### config.mk
export PLATFORM = sky130hd
export DESIGN_NAME = cmdcnt_top
export DESIGN_NICKNAME = d
export VERILOG_FILES = /design/src/rtl/cmdcnt_pkg.sv /design/src/rtl/cmdcnt_ctrl.sv /design/src/rtl/cmdcnt_dpath.sv /design/src/rtl/cmdcnt_top.sv
export SDC_FILE = /design/constraint.sdc
export NUM_CORES = 1
export LEC_CHECK = 0
export ABC_AREA = 1
export CORE_AREA = 5 5 62 64
export DETAILED_ROUTE_END_ITERATION = 8
export DIE_AREA = 0 0 67 69
export PLACE_DENSITY = 0.85
export SKIP_CTS_REPAIR_TIMING = 1
export SLEW_MARGIN = 20
export SYNTH_ARGS = -nofsm -noshare
export SYNTH_HDL_FRONTEND = slang
export SYNTH_SLANG_ARGS = --single-unit
### constraint.sdc
create_clock -name clk -period 2.3 [get_ports clk]
set_clock_uncertainty 0.15 [all_clocks]
set_input_delay 0.69 -clock clk [delete_from_list [all_inputs] [get_ports clk]]
set_output_delay 0.69 -clock clk [all_outputs]
set_load 0.01 [all_outputs]
### src/rtl/cmdcnt_pkg.sv
package cmdcnt_pkg;
  // Field positions that software decodes
  localparam int DONE_LSB   = 0;
  localparam int ACT_BIT    = 8;
  localparam int PROC_LSB   = 16;
  localparam int LEVEL_BIT  = 28;
  localparam int INTEN_BIT  = 29;
  localparam int LISTEN_BIT = 31;

  // Strobes from control to datapath
  typedef struct packed {
    logic cntInc;
    logic procLoad;
    logic actSet;
    logic actClr;
    logic cfgLoad;
    logic pulseSet;
  } strobe_t;
endpackage

### src/rtl/cmdcnt_ctrl.sv
module cmdcnt_ctrl
  import cmdcnt_pkg::*;
#(
  parameter int CNT_W  = 6,
  parameter int DATA_W = 32
) (
  input  logic              evtPulse,
  input  logic              wrEn,
  input  logic              wrSel,
  input  logic [DATA_W-1:0] wrData,
  input  logic              listEn,
  input  logic              intEn,
  input  logic              levelMode,
  input  logic [CNT_W-1:0]  doneCnt,
  input  logic [CNT_W-1:0]  procCnt,
  input  logic              activeQ,
  input  logic              pulseQ,
  output strobe_t           stb,
  output logic              irq
);
  logic [CNT_W-1:0] pendingCnt;
  logic             statusWr;

  assign statusWr = wrEn & wrSel;

  always_comb begin
    stb          = '0;
    stb.cntInc   = evtPulse;
    stb.actSet   = evtPulse & listEn;
    stb.pulseSet = evtPulse & listEn;
    stb.procLoad = statusWr;
    // a set in the same cycle wins over a clear
    stb.actClr   = statusWr & ~wrData[ACT_BIT] & ~(evtPulse & listEn);
    stb.cfgLoad  = wrEn & ~wrSel;
  end

  // modular distance between the two counts
  assign pendingCnt = doneCnt - procCnt;

  always_comb begin
    if (!(intEn && listEn)) irq = 1'b0;
    else if (levelMode)     irq = activeQ | (pendingCnt != '0);
    else                    irq = pulseQ;
  end
endmodule

### src/rtl/cmdcnt_dpath.sv
module cmdcnt_dpath
  import cmdcnt_pkg::*;
#(
  parameter int CNT_W  = 6,
  parameter int DATA_W = 32
) (
  input  logic              clk,
  input  logic              rstN,
  input  strobe_t           stb,
  input  logic [DATA_W-1:0] wrData,
  input  logic              rdSel,
  output logic [DATA_W-1:0] rdData,
  output logic [CNT_W-1:0]  doneCnt,
  output logic [CNT_W-1:0]  procCnt,
  output logic              activeQ,
  output logic              pulseQ,
  output logic              listEn,
  output logic              intEn,
  output logic              levelMode
);
  always_ff @(posedge clk or negedge rstN) begin
    if (!rstN) begin
      doneCnt <= '0;
      procCnt <= '0;
      activeQ <= 1'b0;
      pulseQ  <= 1'b0;
    end else begin
      if (stb.cntInc)   doneCnt <= doneCnt + 1'b1;
      if (stb.procLoad) procCnt <= wrData[PROC_LSB +: CNT_W];
      if (stb.actSet)      activeQ <= 1'b1;
      else if (stb.actClr) activeQ <= 1'b0;
      pulseQ <= stb.pulseSet;
    end
  end

  always_ff @(posedge clk or negedge rstN) begin
    if (!rstN) begin
      listEn    <= 1'b0;
      intEn     <= 1'b0;
      levelMode <= 1'b0;
    end else if (stb.cfgLoad) begin
      listEn    <= wrData[LISTEN_BIT];
      intEn     <= wrData[INTEN_BIT];
      levelMode <= wrData[LEVEL_BIT];
    end
  end

  always_comb begin
    rdData = '0;
    if (rdSel) begin
      rdData[DONE_LSB +: CNT_W] = doneCnt;
      rdData[PROC_LSB +: CNT_W] = procCnt;
      rdData[ACT_BIT]           = activeQ;
    end else begin
      rdData[LISTEN_BIT] = listEn;
      rdData[INTEN_BIT]  = intEn;
      rdData[LEVEL_BIT]  = levelMode;
    end
  end
endmodule

### src/rtl/cmdcnt_top.sv
module cmdcnt_top
  import cmdcnt_pkg::*;
#(
  parameter int CNT_W  = 6,
  parameter int DATA_W = 32
) (
  input  logic              clk,
  input  logic              rstN,
  input  logic              evtPulse,
  input  logic              wrEn,
  input  logic              wrSel,
  input  logic [DATA_W-1:0] wrData,
  input  logic              rdSel,
  output logic [DATA_W-1:0] rdData,
  output logic              irq
);
  strobe_t          stb;
  logic [CNT_W-1:0] doneCnt;
  logic [CNT_W-1:0] procCnt;
  logic             activeQ;
  logic             pulseQ;
  logic             listEn;
  logic             intEn;
  logic             levelMode;

  cmdcnt_ctrl #(.CNT_W(CNT_W), .DATA_W(DATA_W)) i_ctrl (
    .evtPulse (evtPulse),
    .wrEn     (wrEn),
    .wrSel    (wrSel),
    .wrData   (wrData),
    .listEn   (listEn),
    .intEn    (intEn),
    .levelMode(levelMode),
    .doneCnt  (doneCnt),
    .procCnt  (procCnt),
    .activeQ  (activeQ),
    .pulseQ   (pulseQ),
    .stb      (stb),
    .irq      (irq)
  );

  cmdcnt_dpath #(.CNT_W(CNT_W), .DATA_W(DATA_W)) i_dpath (
    .clk      (clk),
    .rstN     (rstN),
    .stb      (stb),
    .wrData   (wrData),
    .rdSel    (rdSel),
    .rdData   (rdData),
    .doneCnt  (doneCnt),
    .procCnt  (procCnt),
    .activeQ  (activeQ),
    .pulseQ   (pulseQ),
    .listEn   (listEn),
    .intEn    (intEn),
    .levelMode(levelMode)
  );
endmodule

# After elaboration in Yosys (flattened, before gate mapping)
# Index checks and enable logic that the tools add are counted.
# op_classes
n_addsub	2
n_mux	9
bitwise_logic	9
n_reduce_logical	3
# op_table
operator	count
6-bit two-way mux	2
6-bit by 1-bit adder with 6-bit output, second input constant	1
1-bit two-way mux	6
6-bit nonzero test	1
6-bit subtractor	1
1-bit bitwise AND	5
1-bit inverter	3
2-bit two-way mux	1
2-bit nonzero test	1
1-bit logical AND	1
1-bit OR	1
# totals
output_inout_bits	33
word_cells	30
in_bits	38
regBits	17

# Logic depth before layout (Yosys ltp)
# logic_depth
word_depth	5
mapped_depth	10
depth_no_buf	10

# Modules after synthesis
# From an unflattened synthesis, not the netlist that was laid out.
# hier_totals
hier_cells	165
area_unflattened_um2	1212.4
# by_module_without_submodules
mod	area_each_um2	seq_area_each_um2	cells_each	instances
cmdcnt_dpath	924.6	425.4	109	1
cmdcnt_ctrl	287.8	0.0	56	1

# Worst setup path before layout
# OpenSTA, ideal clock, no wires.
# synth_timing
path_kind	register to output
startpoint	reg i_dpath.doneCnt[4]
endpoint	out irq
path_stages_with_launch	8
setup_slack_ns	0.198
arrival_time_ns	1.262
required_time_ns	1.460
n_path_buf	0
path_cell_list	dfrtp_1 -> ha_1 -> or2_1 -> nor2_1 -> nor2_1 -> nand3_1 -> nand2_1 -> inv_1
# synth_between
elab_chain_len	5
# synth_lines
item	line_no	text
start: declaration	cmdcnt_dpath.sv:13	output logic [CNT_W-1:0] doneCnt,
start signal: assignment	cmdcnt_dpath.sv:28	if (stb.cntInc) doneCnt <= doneCnt + 1'b1;
6-bit subtractor	cmdcnt_ctrl.sv:38	assign pendingCnt = doneCnt - procCnt;
6-bit nonzero test	cmdcnt_ctrl.sv:42	else if (levelMode) irq = activeQ | (pendingCnt != '0);
1-bit OR	cmdcnt_ctrl.sv:42	
1-bit two-way mux	cmdcnt_ctrl.sv:42	
1-bit two-way mux	cmdcnt_ctrl.sv:41	if (!(intEn && listEn)) irq = 1'b0;
end: declaration	cmdcnt_top.sv:15	output logic irq
# Every way passes these cells.

# Worst setup path after layout
# Ends and elaborated chain as after synthesis.

==> summary.txt <==
Pwr
  – Sw Pwr: approximately 520 uW
  – Sequential share of power: 0.317
  – Logic pwr share: 0.568
  – Cell leakage power: between 1 and 1.5 nW
  – Clock Power Share: 0.115
  – Pwr Density: roughly 810 nW/um^2
  – Internal power: ~830 uW
  – Peak supply drop: 0.459 mV
  – Overall power: 1.36 mW
  – Switching share of power: 0.385

Drt
  – Drt initial violations: 31
  – Routed Antenna Nets: 0
  – DRC Markers: 0
  – Vias per std cell: 4.06
  – Drt pass-1 iters: 5
  – DR vias: 1015
  – WL/cell: 10.3 microns
  – Drt total wl: 2590 microns

Synthesis
  – FF+latch count, synth: 17
  – Mapped Cells: 155
  – Register area share after synthesis: 0.373
  – Syn Std Cell Area: approximately 1100 sq um
  – Yosys cell types: 20
  – Post-synth top area share: 0.373
  – Synth top area cells: dfrtp_1 37%, inv_1 12%, buf_4 11%
  – Yosys warning count: 0
  – Mean Syn Cell Area: 7.35 sq um
  – Synth area leader: dfrtp_1

Timing
  – Final TNS setup: -196 ps
  – Final Max Tran Viols: 0
  – Final setup violation count: 1
  – Fin. Hold Viols: 0
  – Worst hold margin: 371 ps
  – Final worst-path cycle share: 1.09
  – Max Freq: 401 MHz
  – Final worst path period need: 2500 ps
  – Worst Slack Setup Final: -196 ps
  – RSZ-0062 raised after global routing: true

Cells and area
  – Nets: 249
  – Diode count: 0
  – Commonest cells after routing, fill and taps aside: 34 x inv_1, 30 x nand2_1, 17 x dfrtp_1
  – Area Growth Syn to Fin: 46.9%
  – Commonest non-fill, non-tap cell in the layout: inv_1
  – Core Util, Final: 0.518
  – Layout cells sized above 1: 0.176

Critical path
  – Reg2reg path depth: 5
  – Critical Path End Type: primary output
  – CP max FO: 2
  – Worst EP arrival: around 1700 ps
  – Crit. Startpoint: i_dpath.doneCnt[4]$_DFFE_PN0P_
  – Crit Reg-Reg Startpoint: i_dpath.doneCnt[0]$_DFFE_PN0P_
  – Worst EP required: 1460 ps
  – WS Path Type: reg -> out
  – Crit path launch type: flip-flop

Global route
  – Largest net degree at the start of global routing: 18
  – Met1 usage: 0.122
  – Busiest grt layer: met2
  – Met2 Use GR: 0.188
  – Met3 Use GR: 0.0471
  – First-pass GRT wire length: between 3000 and 4000 microns
  – All-Layer GR Usage: 0.107
  – Overflow after GRT: 0
  – Initial antenna violation count: 0
  – Number of global-route vias before repair: 964

Min path
  – Hold Crit Depth: 2
  – Min-delay src: i_dpath.listEn$_DFFE_PN0P_
  – Worst min path class: reg -> reg

CTS
  – H-tree depth: 1
  – CTS Buf Count: 3
  – TritonCTS clock tree: done
  – Sink Count: 17
  – Clock Path Buffers: 2
  – Clk_lat worst skew: between 200 and 300 ps
  – Clock root cell: clkbuf_4
  – Clock-pin slew on the worst setup and hold paths: around 100 ps

Die
  – I/O pin count: 71
  – Die Y: around 69 microns
  – Initial Utilization: 0.353
  – Chip width: 67 microns
  – Row count: 21
  – Die ar.: 4620 sq um
  – Core box area: approximately 3200 sq um

Flow run
  – Max-cap viol count: 0

Placement
  – I/O Buffers: 32
  – GPL Wtd Cong: 0.750
  – Detail Placement HPWL: 1940 microns

Status
  – Failing checks: negative setup slack
  – Outcome: finished with violations
-- cell type report --
cell class / instances / area (sq um)
inverter: 36 / 135
clock inverter: 1 / 5.00
timing repair buffer: 50 / 497
fill: 321 / 1560
sequential: 17 / 425
clock buffer: 3 / 22.5
multi-input combinational: 97 / 532
tap: 46 / 57.6
-- critical path, stage by stage, from the launching register on --
cell and delay, ps:
dfrtp_1 430, ha_4 250, or2_4 250, nand2_2 60, nand2_1 50, inv_1 40, nand3_1 70, nand2_1 70
inv_1 40, buf_6 110
-- power groups by stage --
stage / Combinational (mW) / Sequential [mW] / Clock [mW]
3_5_place_dp: 0.694 / 0.429 / 0
2_1_floorplan: 0.372 / 0.454 / 0
3_3_place_gp: 0.664 / 0.424 / 0
6_report: 0.770 / 0.430 / 0.156
4_1_cts: 0.703 / 0.422 / 0.162
5_1_grt: 0.871 / 0.438 / 0.177
-- sequential cells by signal (all words and copies together) (netlist names) --
register,flops
i_dpath.activeQ,1
i_dpath.pulseQ,1
i_dpath.listEn,1
i_dpath.doneCnt,6
i_dpath.intEn,1
i_dpath.levelMode,1
i_dpath.procCnt,6
-- logic make-up (layout without fill, tap and decap cells) --
family / count (synthesis) / in the layout / synth area share
buffers and inverters: 56 / 90 / 0.243
flip-flops: 17 / 17 / 0.373
AO/OA/AOI/OAI: 12 / 12 / 0.0527
multiplexers: 1 / 1 / 0.00988
AND/OR/NAND/NOR: 57 / 57 / 0.214
XOR/XNOR: 5 / 5 / 0.0384
adder cells (fa/ha/maj): 6 / 6 / 0.0659
other: 1 / 16 / 0.00329
-- per-layer routing --
metal / up-vias / part of all wire / wire (microns)
li1: 520 / - / -
met1: 457 / 0.37 / 964
met2: 38 / 0.53 / 1360
met3: 0 / 0.10 / 263
met4: 0 / 0 / 0
met5: - / 0 / 0
-- synth_stat cells --
| cell type | instances |
|---|---|
| a21oi_1 | 8 |
| buf_2 | 2 |
| buf_4 | 17 |
| clkbuf_1 | 1 |
| conb_1 | 1 |
| dfrtp_1 | 17 |
| ha_1 | 6 |
| inv_1 | 36 |
| mux2_2 | 1 |
| nand2_1 | 31 |
| nand3_1 | 3 |
| nand3_2 | 2 |
| nand4_1 | 1 |
| nor2_1 | 17 |
| nor2_4 | 1 |
| nor3_1 | 1 |
| o21ai_0 | 4 |
| or2_1 | 1 |
| xnor2_1 | 1 |
| xor2_1 | 4 |
-- through the flow --
stage	setup slack, ps	instances	cell area [sq um]
floorplan	198	170	1200
global placement	-515	242	1540
detailed placement	-523	242	1540
CTS	-659	246	1570
global route	-288	250	1670
finish	-196	250	1670
-- final timing paths --
check	slack, ps	end
setup / recovery	-200	irq
hold / removal	370	i_dpath.pulseQ$_DFF_PN0_
setup reg to reg	970	i_dpath.doneCnt[2]$_DFFE_PN0P_
hold reg to reg	370	i_dpath.pulseQ$_DFF_PN0_
max in group asynchronous	1240	i_dpath.procCnt[4]$_DFFE_PN0P_
min in group asynchronous	560	i_dpath.doneCnt[0]$_DFFE_PN0P_
Note: power is estimated with default switching activity, not from simulation.
